### src/rtl/clap_pkg.sv
package clap_pkg;
  typedef enum logic [1:0] {
    ST_ARM   = 2'd0,
    ST_TIME  = 2'd1,
    ST_JUDGE = 2'd2
  } clap_state_e;
endpackage

### src/rtl/clap_tick_sync.sv
module clap_tick_sync #(
  parameter int STAGES = 2
) (
  input  logic clk_i,
  input  logic rst_ni,
  input  logic raw_i,
  output logic tick_o
);
  logic [STAGES-1:0] sync_q;
  logic              prev_q;

  always_ff @(posedge clk_i or negedge rst_ni) begin
    if (!rst_ni) begin
      sync_q <= '0;
      prev_q <= 1'b0;
    end else begin
      sync_q <= {sync_q[STAGES-2:0], raw_i};
      prev_q <= sync_q[STAGES-1];
    end
  end

  assign tick_o = sync_q[STAGES-1] & ~prev_q;

  assert_single_pulse_R7: assert property (@(posedge clk_i) disable iff (!rst_ni)
    tick_o |=> !tick_o);
endmodule

### src/rtl/clap_averager.sv
module clap_averager #(
  parameter int SMP_W = 16,
  parameter int DEPTH = 32
) (
  input  logic             clk_i,
  input  logic             rst_ni,
  input  logic             valid_i,
  input  logic [SMP_W-1:0] smp_i,
  output logic [SMP_W-1:0] avg_o
);
  localparam int SH    = $clog2(DEPTH);
  localparam int SUM_W = SMP_W + SH;

  logic [SMP_W-1:0] mag;
  logic [SMP_W-1:0] win_q [DEPTH];
  logic [SUM_W-1:0] sum_q;

  // magnitude of the signed sample; the most negative value maps to 2**(SMP_W-1)
  assign mag = smp_i[SMP_W-1] ? (~smp_i + 1'b1) : smp_i;

  always_ff @(posedge clk_i or negedge rst_ni) begin
    if (!rst_ni) win_q[0] <= '0;
    else if (valid_i) win_q[0] <= mag;
  end

  for (genvar g = 1; g < DEPTH; g++) begin : g_win
    always_ff @(posedge clk_i or negedge rst_ni) begin
      if (!rst_ni) win_q[g] <= '0;
      else if (valid_i) win_q[g] <= win_q[g-1];
    end
  end

  always_ff @(posedge clk_i or negedge rst_ni) begin
    if (!rst_ni) sum_q <= '0;
    else if (valid_i) sum_q <= sum_q + SUM_W'(mag) - SUM_W'(win_q[DEPTH-1]);
  end

  assign avg_o = sum_q[SUM_W-1:SH];

  assert_sum_holds_R3: assert property (@(posedge clk_i) disable iff (!rst_ni)
    !valid_i |=> $stable(sum_q));
endmodule

### src/rtl/clap_dur_timer.sv
module clap_dur_timer #(
  parameter int TMR_W = 4
) (
  input  logic             clk_i,
  input  logic             rst_ni,
  input  logic             clr_i,
  input  logic             run_i,
  input  logic             tick_i,
  output logic [TMR_W-1:0] dur_o
);
  logic [TMR_W-1:0] tmr_q;

  always_ff @(posedge clk_i or negedge rst_ni) begin
    if (!rst_ni) tmr_q <= '0;
    else if (clr_i) tmr_q <= '0;
    else if (run_i && tick_i && (tmr_q != '1)) tmr_q <= tmr_q + 1'b1;
  end

  assign dur_o = tmr_q;

  assert_tmr_saturates_R6: assert property (@(posedge clk_i) disable iff (!rst_ni)
    (tmr_q == '1) |=> ((tmr_q == '1) || (tmr_q == '0)));
  assert_tmr_on_tick_R7: assert property (@(posedge clk_i) disable iff (!rst_ni)
    ((tmr_q != $past(tmr_q)) && (tmr_q != '0)) |-> $past(tick_i));
endmodule

### src/rtl/clap_cfg_reg.sv
module clap_cfg_reg #(
  parameter int WR_W     = 16,
  parameter int THR_W    = 10,
  parameter int DEF_LOUD = 256
) (
  input  logic             clk_i,
  input  logic             rst_ni,
  input  logic             wr_en_i,
  input  logic [WR_W-1:0]  wr_data_i,
  output logic [THR_W-1:0] loud_o,
  output logic             en_o
);
  always_ff @(posedge clk_i or negedge rst_ni) begin
    if (!rst_ni) begin
      loud_o <= THR_W'(DEF_LOUD);
      en_o   <= 1'b1;
    end else if (wr_en_i) begin
      loud_o <= wr_data_i[THR_W-1:0];
      en_o   <= ~wr_data_i[WR_W-1];
    end
  end

  assert_cfg_hold_R8: assert property (@(posedge clk_i) disable iff (!rst_ni)
    !wr_en_i |=> ($stable(loud_o) && $stable(en_o)));
endmodule

### src/rtl/clap_detect_fsm.sv
module clap_detect_fsm
  import clap_pkg::*;
#(
  parameter int SMP_W     = 16,
  parameter int THR_W     = 10,
  parameter int TMR_W     = 4,
  parameter int CNT_W     = 15,
  parameter int MAX_DUR   = 3,
  parameter int QUIET_LVL = 64
) (
  input  logic             clk_i,
  input  logic             rst_ni,
  input  logic             en_i,
  input  logic [SMP_W-1:0] avg_i,
  input  logic [THR_W-1:0] loud_i,
  input  logic [TMR_W-1:0] dur_i,
  output logic             tmr_clr_o,
  output logic             tmr_run_o,
  output logic [CNT_W-1:0] cnt_o,
  output logic             tog_o
);
  localparam logic [SMP_W-1:0] QUIET = SMP_W'(QUIET_LVL);
  localparam logic [TMR_W-1:0] DMAX  = TMR_W'(MAX_DUR);

  clap_state_e state_q, state_d;
  logic        is_loud, is_quiet, hit;

  assign is_loud  = avg_i > SMP_W'(loud_i);
  assign is_quiet = avg_i < QUIET;

  always_comb begin
    state_d = state_q;
    unique case (state_q)
      ST_ARM:   if (en_i && is_loud) state_d = ST_TIME;
      ST_TIME:  if (!en_i) state_d = ST_ARM;
                else if (is_quiet) state_d = ST_JUDGE;
      ST_JUDGE: state_d = ST_ARM;
      default:  state_d = ST_ARM;
    endcase
  end

  assign tmr_clr_o = (state_q == ST_ARM);
  assign tmr_run_o = (state_q == ST_TIME);
  assign hit       = (state_q == ST_JUDGE) && en_i && (dur_i <= DMAX);

  always_ff @(posedge clk_i or negedge rst_ni) begin
    if (!rst_ni) begin
      state_q <= ST_ARM;
      cnt_o   <= '0;
      tog_o   <= 1'b0;
    end else begin
      state_q <= state_d;
      if (hit) begin
        cnt_o <= cnt_o + 1'b1;
        tog_o <= ~tog_o;
      end
    end
  end

  assert_judge_after_time_R5: assert property (@(posedge clk_i) disable iff (!rst_ni)
    (state_q == ST_JUDGE) |-> ($past(state_q) == ST_TIME));
  assert_frozen_when_off_R8: assert property (@(posedge clk_i) disable iff (!rst_ni)
    !$past(en_i) |-> $stable(cnt_o));
endmodule

### src/rtl/clap_event_counter.sv
module clap_event_counter #(
  parameter int SMP_W       = 16,
  parameter int AVG_DEPTH   = 32,
  parameter int WR_W        = 16,
  parameter int THR_W       = 10,
  parameter int CNT_W       = 15,
  parameter int TMR_W       = 4,
  parameter int MAX_DUR     = 3,
  parameter int QUIET_LVL   = 64,
  parameter int DEF_LOUD    = 256,
  parameter int SYNC_STAGES = 2
) (
  input  logic             clk_i,
  input  logic             rst_ni,
  input  logic             smp_valid_i,
  input  logic [SMP_W-1:0] smp_data_i,
  input  logic             tick_raw_i,
  input  logic             wr_en_i,
  input  logic [WR_W-1:0]  wr_data_i,
  output logic [CNT_W:0]   rd_data_o
);
  logic [SMP_W-1:0] avg;
  logic [THR_W-1:0] loud;
  logic             en, tick, tmr_clr, tmr_run, tog;
  logic [TMR_W-1:0] dur;
  logic [CNT_W-1:0] cnt;

  clap_tick_sync #(.STAGES(SYNC_STAGES)) i_sync (
    .clk_i, .rst_ni, .raw_i(tick_raw_i), .tick_o(tick)
  );

  clap_averager #(.SMP_W(SMP_W), .DEPTH(AVG_DEPTH)) i_avg (
    .clk_i, .rst_ni, .valid_i(smp_valid_i), .smp_i(smp_data_i), .avg_o(avg)
  );

  clap_cfg_reg #(.WR_W(WR_W), .THR_W(THR_W), .DEF_LOUD(DEF_LOUD)) i_cfg (
    .clk_i, .rst_ni, .wr_en_i, .wr_data_i, .loud_o(loud), .en_o(en)
  );

  clap_dur_timer #(.TMR_W(TMR_W)) i_tmr (
    .clk_i, .rst_ni, .clr_i(tmr_clr), .run_i(tmr_run), .tick_i(tick), .dur_o(dur)
  );

  clap_detect_fsm #(
    .SMP_W(SMP_W), .THR_W(THR_W), .TMR_W(TMR_W), .CNT_W(CNT_W),
    .MAX_DUR(MAX_DUR), .QUIET_LVL(QUIET_LVL)
  ) i_fsm (
    .clk_i, .rst_ni, .en_i(en), .avg_i(avg), .loud_i(loud), .dur_i(dur),
    .tmr_clr_o(tmr_clr), .tmr_run_o(tmr_run), .cnt_o(cnt), .tog_o(tog)
  );

  assign rd_data_o = {cnt, tog};

  assert_toggle_tracks_count_R10: assert property (@(posedge clk_i) disable iff (!rst_ni)
    (cnt != $past(cnt)) |-> (tog != $past(tog)));
  assert_count_steps_by_one_R5: assert property (@(posedge clk_i) disable iff (!rst_ni)
    (cnt != $past(cnt)) |-> (cnt == $past(cnt) + 1'b1));
endmodule

### config.mk
export PLATFORM = sky130hd
export DESIGN_NAME = clap_event_counter
export DESIGN_NICKNAME = d
export VERILOG_FILES = /design/src/rtl/clap_pkg.sv /design/src/rtl/clap_tick_sync.sv /design/src/rtl/clap_averager.sv /design/src/rtl/clap_dur_timer.sv /design/src/rtl/clap_cfg_reg.sv /design/src/rtl/clap_detect_fsm.sv /design/src/rtl/clap_event_counter.sv
export SDC_FILE = /design/constraint.sdc
export NUM_CORES = 1
export LEC_CHECK = 0
export ABC_AREA = 0
export BUFFER_PORTS_ARGS = -buffer_cell sky130_fd_sc_hd__buf_2
export CORE_MARGIN = 2
export CORE_UTILIZATION = 58
export DETAILED_ROUTE_END_ITERATION = 8
export PLACE_DENSITY = 0.75
export SLEW_MARGIN = 20
export SYNTH_ARGS = -nofsm -noshare
export SYNTH_HDL_FRONTEND = slang
export SYNTH_SLANG_ARGS = --single-unit
### constraint.sdc
create_clock -name clk_i -period 3.5 [get_ports clk_i]
set_input_delay 0.175 -clock clk_i [delete_from_list [all_inputs] [get_ports clk_i]]
set_output_delay 0.175 -clock clk_i [all_outputs]
set_load 0.01 [all_outputs]
# Yosys cells after proc, flatten, opt, wreduce, memory -nomap -nowiden
# Index checks and enable logic that the tools add are counted.
op_classes:
  add_sub_neg: 5
  order_cmp: 3
  eq_ne: 5
  mux: 7
  bitwise: 5
  reduce_logical: 8
op_table:
  columns: ["op", "count"]
  rows:
  - ["adder 21 x 16 -> 21 bit", 1]
  - ["subtractor 21 x 16 -> 21 bit", 1]
  - ["adder 16 x 1 -> 16 bit (second input constant)", 1]
  - ["greater-than comparator 16 x 10 -> 1 bit", 1]
  - ["< comparator 16 x 7 -> 1 bit (second input constant)", 1]
  - ["two-way mux 16 bit", 1]
  - ["NOT 16 bit", 1]
  - ["adder 15 x 1 -> 15 bit (second input constant)", 1]
  - ["two-way mux 4 bit", 2]
  - ["two-way mux 2 bit", 3]
  - ["logical AND 1 bit", 5]
  - ["adder 4 x 1 -> 4 bit (second input constant)", 1]
  - ["less-or-equal comparator 4 x 2 -> 1 bit (second input constant)", 1]
  - ["inequality test 4 bit (second input constant)", 1]
  - ["case mux 2 bit (2 select lines)", 1]
  - ["inequality test 3 x 2 -> 1 bit (second input constant)", 1]
  - ["NOT 1 bit", 3]
  - ["== test 2 x 1 -> 1 bit (second input constant)", 1]
  - ["== test 2 bit (second input constant)", 1]
  - ["logical NOT 2 bit", 1]
  - ["inequality test 2 bit (second input constant)", 1]
  - ["AND reduction 2 bit", 1]
  - ["nonzero test 2 bit", 1]
  - ["bitwise AND 1 bit", 1]
word_totals:
  regBits: 569

# Longest topological paths before layout
# Gate-level depths: netlist of the first run.
depth:
  word_depth: 6
  ltp_mapped: 16
  mapped_depth_nobuf: 15

# Modules after synthesis
# A second synthesis of the first run with hierarchy kept.
hier_totals:
  cells_unflattened: 1577
  area_unflattened_um2: 23228.5
by_module_without_submodules:
  columns: ["module", "n_inst", "cells_per_inst", "area_each_um2", "seq_area_each_um2"]
  rows:
  - ["clap_averager", 1, 1420, 21400.5, 13337.8]
  - ["clap_detect_fsm", 1, 107, 1063.5, 450.4]
  - ["clap_cfg_reg", 1, 24, 449.2, 277.8]
  - ["clap_dur_timer", 1, 21, 219.0, 100.1]
  - ["clap_tick_sync", 1, 4, 88.8, 75.1]
  - ["clap_event_counter", 1, 1, 7.5, 0.0]

# Worst setup path before layout of the first run
# Ideal clock, no wire load.
synth_path:
  path_kind: "input to register"
  start: "in smp_data_i[9]"
  end: "reg i_avg.sum_q[19]"
  t_arrival_ps: 3479
  required_time_ps: 3362
  path_slack_ps: -117
  path_stages: 12
  path_buffers: 1
  cell_sequence: "or4_4 -> or4_1 -> or4b_4 -> fa_1 -> inv_1 -> ha_1 -> clkbuf_1 -> nand3_1 -> nor4_1 -> a211o_1 -> mux2i_1 -> o2111ai_1"
synth_between:
  elab_chain_len: 5
synth_lines:
  columns: ["item", "line_no", "source"]
  rows:
  - ["from (decl)", "clap_event_counter.sv:16", "input logic [SMP_W-1:0] smp_data_i,"]
  - ["NOT 16 bit", "clap_averager.sv:19", "assign mag = smp_i[SMP_W-1] ? (~smp_i + 1'b1) : smp_i;"]
  - ["adder 16 x 1 -> 16 bit", "clap_averager.sv:19", null]
  - ["two-way mux 16 bit (*)", "clap_averager.sv:19", null]
  - ["adder 21 x 16 -> 21 bit (*)", "clap_averager.sv:35", "else if (valid_i) sum_q <= sum_q + SUM_W'(mag) - SUM_W'(win_q[DEPTH-1]);"]
  - ["subtractor 21 x 16 -> 21 bit (*)", "clap_averager.sv:35", null]
  - ["to (signal assigned)", "clap_averager.sv:35", null]
  - ["to (decl)", "clap_averager.sv:16", "logic [SUM_W-1:0] sum_q;"]
# Every way passes the cells marked *; elsewhere a longest branch is shown, timed or not.
# A chain may end at the register's enable or synchronous reset.

# Final worst setup path of the first run
layout_path:
  start: "in smp_data_i[0]"
  end: "reg i_avg.sum_q[20]"
# Same word-level chain as after synthesis.

==> flow_metrics.env, run 1 <==
export IMPL_post_synth_top_area_fraction_pct=61.4
export IMPL_vdd_ir_drop_max_v=0.000477
export IMPL_clk_transition_reported_paths_ps=60
export IMPL_timing_reg2reg_worst_path_depth=10
export IMPL_ctsRootBufferMaster="sky130_fd_sc_hd__clkbuf_16"
export IMPL_cp_data_arrival_time_ps=3750
export IMPL_p_leak_nw=12.3
export IMPL_io_pins=53
export IMPL_cp_endpoint_kind="register"
export IMPL_path_class="input pin to register"
export IMPL_net_switching_power_w=0.00641
export IMPL_path_cells="buf_2 > dlygate4sd3_1 > buf_4 > o31ai_1 > xor2_1 > buf_4 > fa_1 > inv_1 > ha_1 > o211ai_1 > a21oi_1 > o2111ai_1 > a211oi_1 > or3_1 > a31oi_1"
export IMPL_worstReg2RegEnd="i_avg.sum_q[11]$_DFFE_PN0P_"
export IMPL_post_synthesis_net_count=1667
export IMPL_synth_cell_area_um2=23100
export IMPL_cts_hold_fix_buffers=32
export IMPL_worstHoldEndpoint="i_avg.win_q[12]$_DFFE_PN0P_"
export IMPL_run_status="complete, no violations"
export IMPL_clock_insertion_delay_at_the_later_pin_of_the_skew_report_ps=600
export IMPL_die_h_um=204
export IMPL_final_setup_tns_ps=0
export IMPL_yosys_area_top_type="sky130_fd_sc_hd__dfrtp_1"
export IMPL_violation_count_after_the_first_detailed_route_iteration=569
export IMPL_power_share_sequential_pct=45.5
export IMPL_max_freq_mhz=308
export IMPL_tritoncts_num_buffers=56
export IMPL_synth_cells_most_frequent="567 x sky130_fd_sc_hd__dfrtp_1, 502 x sky130_fd_sc_hd__mux2_2, 68 x sky130_fd_sc_hd__clkbuf_1, 66 x sky130_fd_sc_hd__inv_1, 47 x sky130_fd_sc_hd__nand2_1"
export IMPL_final_number_of_setup_violating_endpoints=0
export IMPL_die_width_um=204
export IMPL_synth_edf_count=0
export IMPL_cell_types_occupying_the_most_area_after_synthesis="sky130_fd_sc_hd__dfrtp_1 61%, sky130_fd_sc_hd__mux2_2 24%, sky130_fd_sc_hd__ha_1 2.0%"
export IMPL_detail_route_vias_per_cell=5.38
export IMPL_drive_above_1_share_pct=41.3
export IMPL_rows=73
export IMPL_cts_post_setup_buffers_inserted=0
export IMPL_most_instantiated_library_cell_after_synthesis="sky130_fd_sc_hd__dfrtp_1"
export IMPL_floorplan_die_area_um2=41500
export IMPL_power_combinational_fraction_pct=27.5
export IMPL_track_usage_pct=19.5
export IMPL_grt_start_max_net_pins=139
export IMPL_vias=12363
export IMPL_antenna_found_initial=0
export IMPL_worst_pin_slew_ps=846
export IMPL_post_route_min_period_ps=3240
export IMPL_hp_class="input pin to register"
export IMPL_delay_of_the_slowest_cell_on_the_worst_path_ps=570
export IMPL_max_cap_check_violation_count=0
export IMPL_clock_tree_htree_level_count=2
export IMPL_power_density_nw_per_um2=845
export IMPL_share_clk_of_total_power_pct=26.9
export IMPL_multiInputGateArea_um2=8350
export IMPL_min_delay_path_depth=3
export IMPL_critical_path_top_cell_by_count="sky130_fd_sc_hd__buf_4"
export IMPL_cts_buffer_depth=3
export IMPL_grt_pass1_vias=13216
export IMPL_drt_wirelength_per_cell_um=16.6
export IMPL_muxShareOfSynthArea_pct=24.8
export IMPL_worst_hold_startpoint="smp_valid_i"
export IMPL_io_port_bufs=47
export IMPL_ff_to_ff_start="i_avg.win_q[1]$_DFFE_PN0P_"
export IMPL_max_slew_margin_pct=43.1
export IMPL_drt_first_pass_iters=4
export IMPL_synth_adder_area_share_pct=3.39
export IMPL_syn2layout_area_growth_pct=15.7
export IMPL_gpl_final_weighted_congestion=0.834
export IMPL_yosys_cell_types_count=56
export IMPL_synth_top_flop_cell="sky130_fd_sc_hd__dfrtp_1"
export IMPL_post_synth_xor_area_fraction_pct=1.55
export IMPL_critical_path_peak_fanout=4
export IMPL_fin_skew_ps=15.7
export IMPL_antenna_left=0
export IMPL_worst_setup_path_start_kind="input pin"
export IMPL_total_of_cells_resized_after_clock_tree_synthesis=0
export IMPL_grt_pass1_wl_um=65400
export IMPL_p_int_w=0.0162
export IMPL_synth_simple_gate_area_share_pct=3.07
export IMPL_sw_frac_of_total_pct=28.4
export IMPL_antenna_cells=0
export IMPL_post_synth_inst_count=1577
export IMPL_postSynthAreaPerCell_um2=14.7
export IMPL_initial_utilization_pct=58.5
export IMPL_final_seq_area_um2=14200
export IMPL_synthesis_yosys_warnings=0
export IMPL_postSynth_asyncResetShare_pct=100
export IMPL_critical_path_slowest_cell="sky130_fd_sc_hd__dlygate4sd3_1"
export IMPL_cts_tree="built"
export IMPL_slew_violations=0
export IMPL_main_combinational_cell_family_by_area_after_synthesis="multiplexers"
export IMPL_postSynthRegisterBits=569
export IMPL_clkSinkCount=569
export IMPL_grt_setup_unrepaired="false"
export IMPL_core_area_um2=39500
export IMPL_dpl_hpwl_um=24200
export IMPL_nets=1819
export IMPL_drc=0
export IMPL_postRouteWirelength_um=38200
export IMPL_timing_hold_violations_final=0
export IMPL_cp_required_ps=4010
export IMPL_timing_final_crit_share_pct=92.6
export IMPL_ys_seq_area_share_pct=61.6
export IMPL_synth_compound_area_share_pct=3.28
export IMPL_grt_ovfl_total=0
export IMPL_nFillCells=2723
export IMPL_whs_ps=57.1
export IMPL_reg2reg_setup_slack_ps=520
## placed cells by master, fill, tap and decap left out, types with 10 or more instances in the layout
cell | Yosys | final
sky130_fd_sc_hd__o21ai_0 | 26 | 26
sky130_fd_sc_hd__xor2_1 | 23 | 23
sky130_fd_sc_hd__buf_4 | 1 | 78
sky130_fd_sc_hd__nand2_1 | 47 | 47
sky130_fd_sc_hd__dlygate4sd3_1 | 0 | 32
sky130_fd_sc_hd__inv_1 | 66 | 66
sky130_fd_sc_hd__a21oi_1 | 36 | 36
sky130_fd_sc_hd__xnor2_1 | 18 | 18
sky130_fd_sc_hd__mux2_2 | 502 | 502
sky130_fd_sc_hd__dfrtp_1 | 567 | 567
sky130_fd_sc_hd__nand4_1 | 15 | 15
sky130_fd_sc_hd__a21o_1 | 10 | 10
sky130_fd_sc_hd__fa_1 | 16 | 16
sky130_fd_sc_hd__ha_1 | 37 | 37
sky130_fd_sc_hd__clkbuf_16 | 0 | 58
sky130_fd_sc_hd__clkbuf_1 | 68 | 13
sky130_fd_sc_hd__buf_2 | 0 | 45
sky130_fd_sc_hd__clkbuf_8 | 0 | 14
sky130_fd_sc_hd__nor2_1 | 38 | 38
## how the worst max path moves through the flow
stage,depth (start not counted),slack (ps),startpoint,to
2_1_floorplan,12,7,smp_data_i[9],i_avg.sum_q[19]$_DFFE_PN0P_
3_3_place_gp,12,-230,smp_data_i[9],i_avg.sum_q[19]$_DFFE_PN0P_
3_5_place_dp,15,-320,smp_data_i[2],i_avg.sum_q[19]$_DFFE_PN0P_
4_1_cts,15,290,smp_data_i[2],i_avg.sum_q[19]$_DFFE_PN0P_
5_1_grt,15,10,smp_data_i[2],i_avg.sum_q[19]$_DFFE_PN0P_
6_report,15,260,smp_data_i[0],i_avg.sum_q[20]$_DFFE_PN0P_
## worst max-delay path, delay by kind of cell
| kind | cells | cell delay [ps] |
|---|---|---|
| AO/OA/AOI/OAI | 6 | 1240 |
| AND/OR/NAND/NOR | 1 | 360 |
| buffers and inverters | 5 | 1030 |
| adder cells (fa/ha/maj) | 2 | 800 |
| XOR/XNOR | 1 | 150 |
## state kept, by name, summed over array words and instances, names as in the netlist
signal / count
i_sync.sync_q: 2
i_avg.sum_q: 21
i_fsm.state_q: 2
i_sync.prev_q: 1
i_avg.win_q: 512
i_fsm.cnt_o: 15
i_cfg.loud_o: 10
i_fsm.tog_o: 1
i_cfg.en_o: 1
i_tmr.dur_o: 4
## per-layer routing
| metal | vias to the layer above | part of all wire [%] | global-route usage, % |
|---|---|---|---|
| met1 | 6293 | 46 | 26.1 |
| met4 | 0 | 3.4 | 7.66 |
| met2 | 146 | 48 | 32.0 |
| li1 | 5845 | - | - |
| met5 | - | 0 | 0 |
| met3 | 79 | 3.1 | 3.15 |
## power groups by stage
| stage | combinational (W) | clock, W | sequential (W) |
|---|---|---|---|
| finish | 0.00622 | 0.00609 | 0.0103 |
| global route | 0.00697 | 0.00653 | 0.0106 |
| CTS | 0.00632 | 0.00626 | 0.0103 |
| detailed placement | 0.00622 | 0 | 0.0104 |
| global placement | 0.00601 | 0 | 0.0103 |
| floorplan | 0.00451 | 0 | 0.00990 |
## cell families (layout without fill, tap and decap cells)
group | after synthesis | count (layout)
simple gates | 146 | 146
buf+inv | 139 | 334
flops | 569 | 569
mux | 511 | 511
fa+ha+maj | 53 | 53
xor+xnor | 41 | 41
compound gates | 118 | 118
## stage by stage
| step | cell area [um2] | worst slack, ps | util, % | power [W] | instances |
|---|---|---|---|---|---|
| 2_1_floorplan | 23100 | 6.58 | - | 0.0144 | 1577 |
| 6_report | 26700 | 258 | 67.6 | 0.0226 | 2297 |
| 4_1_cts | 26700 | 285 | 67.6 | 0.0229 | 2297 |
| 3_3_place_gp | 24500 | -233 | 62.0 | 0.0163 | 2164 |
| 3_5_place_dp | 24500 | -323 | 62.0 | 0.0166 | 2164 |
| 5_1_grt | 26700 | 15.0 | 67.6 | 0.0241 | 2297 |
## layout make-up
type,instances,share of cell area (%)
clock inverter,16,0.786
timing repair buffer,166,5.01
inverter,67,0.940
clock buffer,85,6.33
sequential,569,53.2
tap,525,2.46
multi-input combinational,869,31.2
(Power assumes the default switching activity.)
==> run 2: changes to the inputs <==
Clock period 3.5 ns to 4.1 ns, I/O delays scaled along.
==> run 2 against run 1 <==
Against the previous run: die area stayed put; routed wire length is 0.41% lower; hold slack worse by 27 ps; first-iteration DRC count is 8.1% higher; sequential cell count stayed put; highest routed layer unchanged; via count is 3.2% lower.
==> flow_metrics.env, run 2 (synthesized netlist as in run 1, its figures left out) <==
export IMPL_critical_path_depth=13
export IMPL_final_common_cell="sky130_fd_sc_hd__dfrtp_1"
export IMPL_drt_first_pass_iters=4
export IMPL_ff_to_ff_start="i_avg.sum_q[1]$_DFFE_PN0P_"
export IMPL_reg2reg_setup_slack_ps=1080
export IMPL_power_density_nw_per_um2=723
export IMPL_post_route_min_period_ps=3880
export IMPL_rows=73
export IMPL_antenna_found_initial=0
export IMPL_dp_slack_ps=48.4
export IMPL_cp_endpoint_kind="register"
export IMPL_hp_class="input pin to register"
export IMPL_antenna_left=0
export IMPL_initial_utilization_pct=58.5
export IMPL_timing_hold_violations_final=0
export IMPL_path_class="input pin to register"
export IMPL_clkSinkCount=569
export IMPL_max_freq_mhz=258
export IMPL_die_h_um=204
export IMPL_post_route_worst_setup_slack_ps=220
export IMPL_cts_buffer_depth=3
export IMPL_grt_start_max_net_pins=161
export IMPL_max_cap_check_violation_count=0
export IMPL_ctsRootBufferMaster="sky130_fd_sc_hd__clkbuf_16"
export IMPL_largest_register="i_avg.win_q"
export IMPL_fin_skew_ps=17.7
export IMPL_cts_post_setup_buffers_inserted=0
export IMPL_grt_pass1_vias=12758
export IMPL_postRouteWirelength_um=38100
export IMPL_path_cells="dlygate4sd3_1 > buf_2 > or4_4 > or4_1 > or4b_4 > fa_1 > inv_1 > ha_1 > nand3_1 > nor4_1 > a211o_1 > mux2i_1 > o2111ai_1"
export IMPL_largest_register_ffs=512
export IMPL_timing_reg2reg_worst_path_depth=10
export IMPL_nFillCells=2768
export IMPL_die_width_um=204
export IMPL_delay_of_the_slowest_cell_on_the_worst_path_ps=540
export IMPL_cp_data_arrival_time_ps=4330
export IMPL_vias=11969
export IMPL_post_layout_total_power_w=0.0189
export IMPL_critical_path_peak_fanout=6
export IMPL_grt_pass1_wl_um=64700
export IMPL_track_usage_pct=19.3
export IMPL_final_setup_tns_ps=0
export IMPL_io_pins=53
export IMPL_drive_above_1_share_pct=40.0
export IMPL_cp_required_ps=4550
export IMPL_grt_setup_unrepaired="false"
export IMPL_max_slew_margin_pct=40.0
export IMPL_largest_registers_in_the_final_layout="i_avg.win_q (512), i_avg.sum_q (21), i_fsm.cnt_o (15)"
export IMPL_tritoncts_num_buffers=55
export IMPL_violation_count_after_the_first_detailed_route_iteration=615
export IMPL_cp_buffers_inverters=3
export IMPL_final_number_of_setup_violating_endpoints=0
export IMPL_io_port_bufs=47
export IMPL_antenna_cells=0
export IMPL_detail_route_vias_per_cell=5.39
export IMPL_cts_tree="built"
export IMPL_timing_final_crit_share_pct=94.6
export IMPL_crit_path_leading_delay_family="simple AND/OR/NAND/NOR gates"
export IMPL_vdd_ir_drop_max_v=0.000506
export IMPL_clock_tree_htree_level_count=2
export IMPL_gpl_final_weighted_congestion=0.838
export IMPL_grt_ovfl_total=0
export IMPL_slew_violations=0
export IMPL_run_status="complete, no violations"
export IMPL_critical_path_slowest_cell="sky130_fd_sc_hd__or4b_4"
export IMPL_worstSetupStartpoint="smp_data_i[10]"
export IMPL_worst_pin_slew_ps=900
export IMPL_floorplan_die_area_um2=41500
export IMPL_clk_transition_reported_paths_ps=60
export IMPL_p_leak_nw=11.9
export IMPL_drc=0
export IMPL_final_core_util_pct=66.1
export IMPL_nets=1744
export IMPL_critical_path_endpoint="i_avg.sum_q[19]$_DFFE_PN0P_"
export IMPL_worst_setup_path_start_kind="input pin"
export IMPL_dpl_hpwl_um=24300
export IMPL_mostFrequentLayoutCells="567 x sky130_fd_sc_hd__dfrtp_1, 502 x sky130_fd_sc_hd__mux2_2, 66 x sky130_fd_sc_hd__inv_1"
export IMPL_worstReg2RegEnd="i_avg.sum_q[17]$_DFFE_PN0P_"
export IMPL_clock_insertion_delay_at_the_later_pin_of_the_skew_report_ps=590
export IMPL_drt_wirelength_per_cell_um=17.1
export IMPL_syn2layout_area_growth_pct=13.1
export IMPL_core_area_um2=39500
[run 2: changes by cell type in the layout (fill, tap and decap cells not counted), sizes merged]
cell,change
buf,-61
bufinv,+1
clkinv,+5
clkbuf,-8
inv,+2
dlygate4sd3,-13
clkinvlp,-1
[run 2: worst min-delay path by stage]
stage	to	cells past startpoint	startpoint
final	i_cfg.loud_o[7]$_DFFE_PN0P_	3	wr_en_i
after global routing	i_cfg.loud_o[2]$_DFFE_PN0P_	2	wr_en_i
after CTS	i_cfg.loud_o[4]$_DFFE_PN0P_	3	wr_en_i
after detailed placement	i_sync.sync_q[0]$_DFF_PN0_	1	tick_raw_i
after global placement	i_sync.sync_q[0]$_DFF_PN0_	1	tick_raw_i
after floorplan	i_avg.sum_q[0]$_DFFE_PN0P_	0	rst_ni
[run 2: cell type report]
type	instances	area, um2	share of cell area, %
clock buffers	77	1610	6.16
clock inverters	23	273	1.04
inverters	67	251	0.961
multi-input cells	869	8370	32.0
flip-flops and latches	569	14200	54.4
well taps	525	657	2.51
repair buffers	92	753	2.88
[run 2: timing repair]
action,4_1_cts,5_1_grt
setup endpoints to repair,0,3
hold buffers,19,0
hold endpoints to repair,114,0
gates resized for setup,0,4
[run 2: tightest hold or removal path, cell delays in order]
cell                      delay [ps]
sky130_fd_sc_hd__buf_2           210
sky130_fd_sc_hd__nand2_1          90
sky130_fd_sc_hd__o21ai_0          70
[run 2: layer usage]
metal / global-route usage (%) / vias up / part of all wire (%)
li1: - / 5688 / -
met1: 26.4 / 6088 / 47
met2: 31.5 / 129 / 48
met3: 3.44 / 64 / 2.7
met4: 6.44 / 0 / 2.8
met5: 0 / - / 0
[run 2: through the flow]
stage	hold WS, ps	instances	area [um2]
finish	29.9	2222	26200
global route	44.0	2222	26200
CTS	0.905	2222	26100
detailed placement	329	2103	24100
global placement	316	2103	24100
floorplan	-90.6	1577	23100
[run 2: where the power goes]
group	switching (W)	internal, W
logic	0.00228	0.00270
registers	0.00106	0.00771
clock network	0.00210	0.00306
total	0.00545	0.0135
==> run 3: changes to the inputs <==
Settings changed: CAP_MARGIN from default to 10, CORE_UTILIZATION 58 to 32, PLACE_DENSITY 0.75 to default, SLEW_MARGIN 20 to 25.
==> run 3 against run 2 <==
Against the previous run: critical path depth grew 3; non-clock buffer count grew 6; hold slack gained 18 ps; first-iteration DRC count grew 9.9%; setup slack lost 110 ps; clock skew grew 17 ps; global-route usage shrank 9.2 points; register-to-register slack gained 40 ps; critical endpoint unchanged; largest power group unchanged.
==> flow_metrics.env, run 3 (synthesized netlist as in run 1, its figures left out) <==
export IMPL_max_slew_margin_pct=47.2
export IMPL_clkSinkCount=569
export IMPL_timing_hold_violations_final=0
export IMPL_grt_pass1_wl_um=64300
export IMPL_ctsRootBufferMaster="sky130_fd_sc_hd__clkbuf_16"
export IMPL_worst_setup_path_start_kind="input pin"
export IMPL_max_freq_mhz=250
export IMPL_core_area_um2=71500
export IMPL_largest_register="i_avg.win_q"
export IMPL_drt_first_pass_iters=5
export IMPL_cp_data_arrival_time_ps=4520
export IMPL_multiInputGateArea_um2=8400
export IMPL_drive_above_1_share_pct=39.5
export IMPL_critical_path_peak_fanout=7
export IMPL_antenna_found_initial=0
export IMPL_nFillCells=6591
export IMPL_fin_skew_ps=34.5
export IMPL_drc=0
export IMPL_tritoncts_num_buffers=59
export IMPL_dp_slack_ps=-16.0
export IMPL_clk_transition_reported_paths_ps=60
export IMPL_clock_insertion_delay_at_the_later_pin_of_the_skew_report_ps=610
export IMPL_grt_setup_unrepaired="true"
export IMPL_post_route_min_period_ps=4000
export IMPL_die_h_um=273
export IMPL_drt_wirelength_per_cell_um=13.6
export IMPL_final_number_of_setup_violating_endpoints=0
export IMPL_track_usage_pct=10.0
export IMPL_cts_post_setup_buffers_inserted=0
export IMPL_max_cap_check_violation_count=0
export IMPL_grt_pass1_vias=12808
export IMPL_rows=98
export IMPL_dpl_hpwl_um=22100
export IMPL_power_density_nw_per_um2=709
export IMPL_largest_registers_in_the_final_layout="i_avg.win_q (512), i_avg.sum_q (21), i_fsm.cnt_o (15)"
export IMPL_slew_violations=0
export IMPL_clock_tree_htree_level_count=2
export IMPL_mostFrequentLayoutCells="567 x sky130_fd_sc_hd__dfrtp_1, 502 x sky130_fd_sc_hd__mux2_2, 66 x sky130_fd_sc_hd__inv_1"
export IMPL_gpl_final_weighted_congestion=0.901
export IMPL_cp_endpoint_kind="register"
export IMPL_antenna_left=0
export IMPL_p_leak_nw=12.1
export IMPL_floorplan_die_area_um2=74400
export IMPL_final_common_cell="sky130_fd_sc_hd__dfrtp_1"
export IMPL_worst_pin_slew_ps=786
export IMPL_antenna_cells=0
export IMPL_run_status="complete, no violations"
export IMPL_syn2layout_area_growth_pct=16.7
export IMPL_grt_start_max_net_pins=131
export IMPL_path_class="input pin to register"
export IMPL_timing_final_crit_share_pct=97.4
export IMPL_post_route_worst_setup_slack_ps=105
export IMPL_postRouteWirelength_um=36200
export IMPL_vias=12137
export IMPL_violation_count_after_the_first_detailed_route_iteration=676
export IMPL_cts_tree="built"
export IMPL_largest_register_ffs=512
export IMPL_final_setup_tns_ps=0
export IMPL_vdd_ir_drop_max_v=0.000365
export IMPL_io_pins=53
export IMPL_grt_ovfl_total=0
export IMPL_io_port_bufs=47
export IMPL_final_seq_area_um2=14200
export IMPL_die_width_um=273
export IMPL_cts_buffer_depth=3
export IMPL_nets=1754
export IMPL_initial_utilization_pct=32.3
export IMPL_hp_class="input pin to register"
export IMPL_detail_route_vias_per_cell=4.56
export IMPL_cp_required_ps=4620
run 3: worst max-delay path, cell delays in order:
cell                            delay, ps
sky130_fd_sc_hd__dlygate4sd3_1        540
sky130_fd_sc_hd__buf_2                150
sky130_fd_sc_hd__nor3_1               300
sky130_fd_sc_hd__nand3_1              180
sky130_fd_sc_hd__or3_1                460
sky130_fd_sc_hd__o41ai_2              350
sky130_fd_sc_hd__xor2_1               270
sky130_fd_sc_hd__fa_1                 460
sky130_fd_sc_hd__inv_1                 70
sky130_fd_sc_hd__ha_1                 300
sky130_fd_sc_hd__and2_1               210
sky130_fd_sc_hd__a21boi_1             270
sky130_fd_sc_hd__o21ai_0              200
sky130_fd_sc_hd__nor4b_1              320
sky130_fd_sc_hd__mux2i_1              110
sky130_fd_sc_hd__o2111ai_1            110
run 3: routing by layer:
metal,wire [um],GRT usage (%)
met2,16100,15.5
met3,1380,1.99
met4,1100,3.67
met1,17600,14.0
met5,0,0
run 3: power breakdown:
group | switching, W | total, W | internal, W
sequential | 0.00102 | 0.00874 | 0.00771
combinational | 0.00216 | 0.00477 | 0.00261
clock | 0.00217 | 0.00563 | 0.00346
run 3: cell type report:
type / count / share of cell area, %
clock inverter: 20 / 1.28
tap: 950 / 4.40
inverter: 67 / 0.932
sequential: 569 / 52.8
multi-input combinational: 869 / 31.1
clock buffer: 86 / 6.48
timing repair buffer: 98 / 3.02
run 3: per-stage QoR:
| stage | instances | cell area [um2] | util [%] | total power, W | hold slack, ps |
|---|---|---|---|---|---|
| floorplan | 1577 | 23100 | - | 0.0123 | -90.6 |
| global placement | 2517 | 24500 | 34.3 | 0.0133 | 287 |
| detailed placement | 2517 | 24500 | 34.3 | 0.0135 | 300 |
| CTS | 2659 | 26900 | 37.7 | 0.0193 | 2.81 |
| global route | 2659 | 27000 | 37.8 | 0.0205 | 56.2 |
| finish | 2659 | 27000 | 37.8 | 0.0191 | 47.6 |
run 3: what timing repair did:
item / CTS / global route
resized for setup: 0 / 9
setup endpoints to repair: 0 / 4
endpoints found under the hold margin: 110 / 0
hold buffers: 36 / 0
run 3: worst paths after layout:
| kind | cells after the start | from | endpoint | slack (ps) |
|---|---|---|---|---|
| worst max-delay path | 16 | smp_data_i[3] | i_avg.sum_q[19]$_DFFE_PN0P_ | 100 |
| worst min-delay path | 3 | smp_data_i[5] | i_avg.win_q[501]$_DFFE_PN0P_ | 50 |
| worst max register to register | 10 | i_avg.sum_q[1]$_DFFE_PN0P_ | i_avg.sum_q[15]$_DFFE_PN0P_ | 1120 |
| worst min register to register | 0 | i_sync.sync_q[0]$_DFF_PN0_ | i_sync.sync_q[1]$_DFF_PN0_ | 360 |
| max in group asynchronous | 3 | rst_ni | i_avg.win_q[241]$_DFFE_PN0P_ | 2770 |
| min in group asynchronous | 2 | rst_ni | i_avg.sum_q[10]$_DFFE_PN0P_ | 220 |
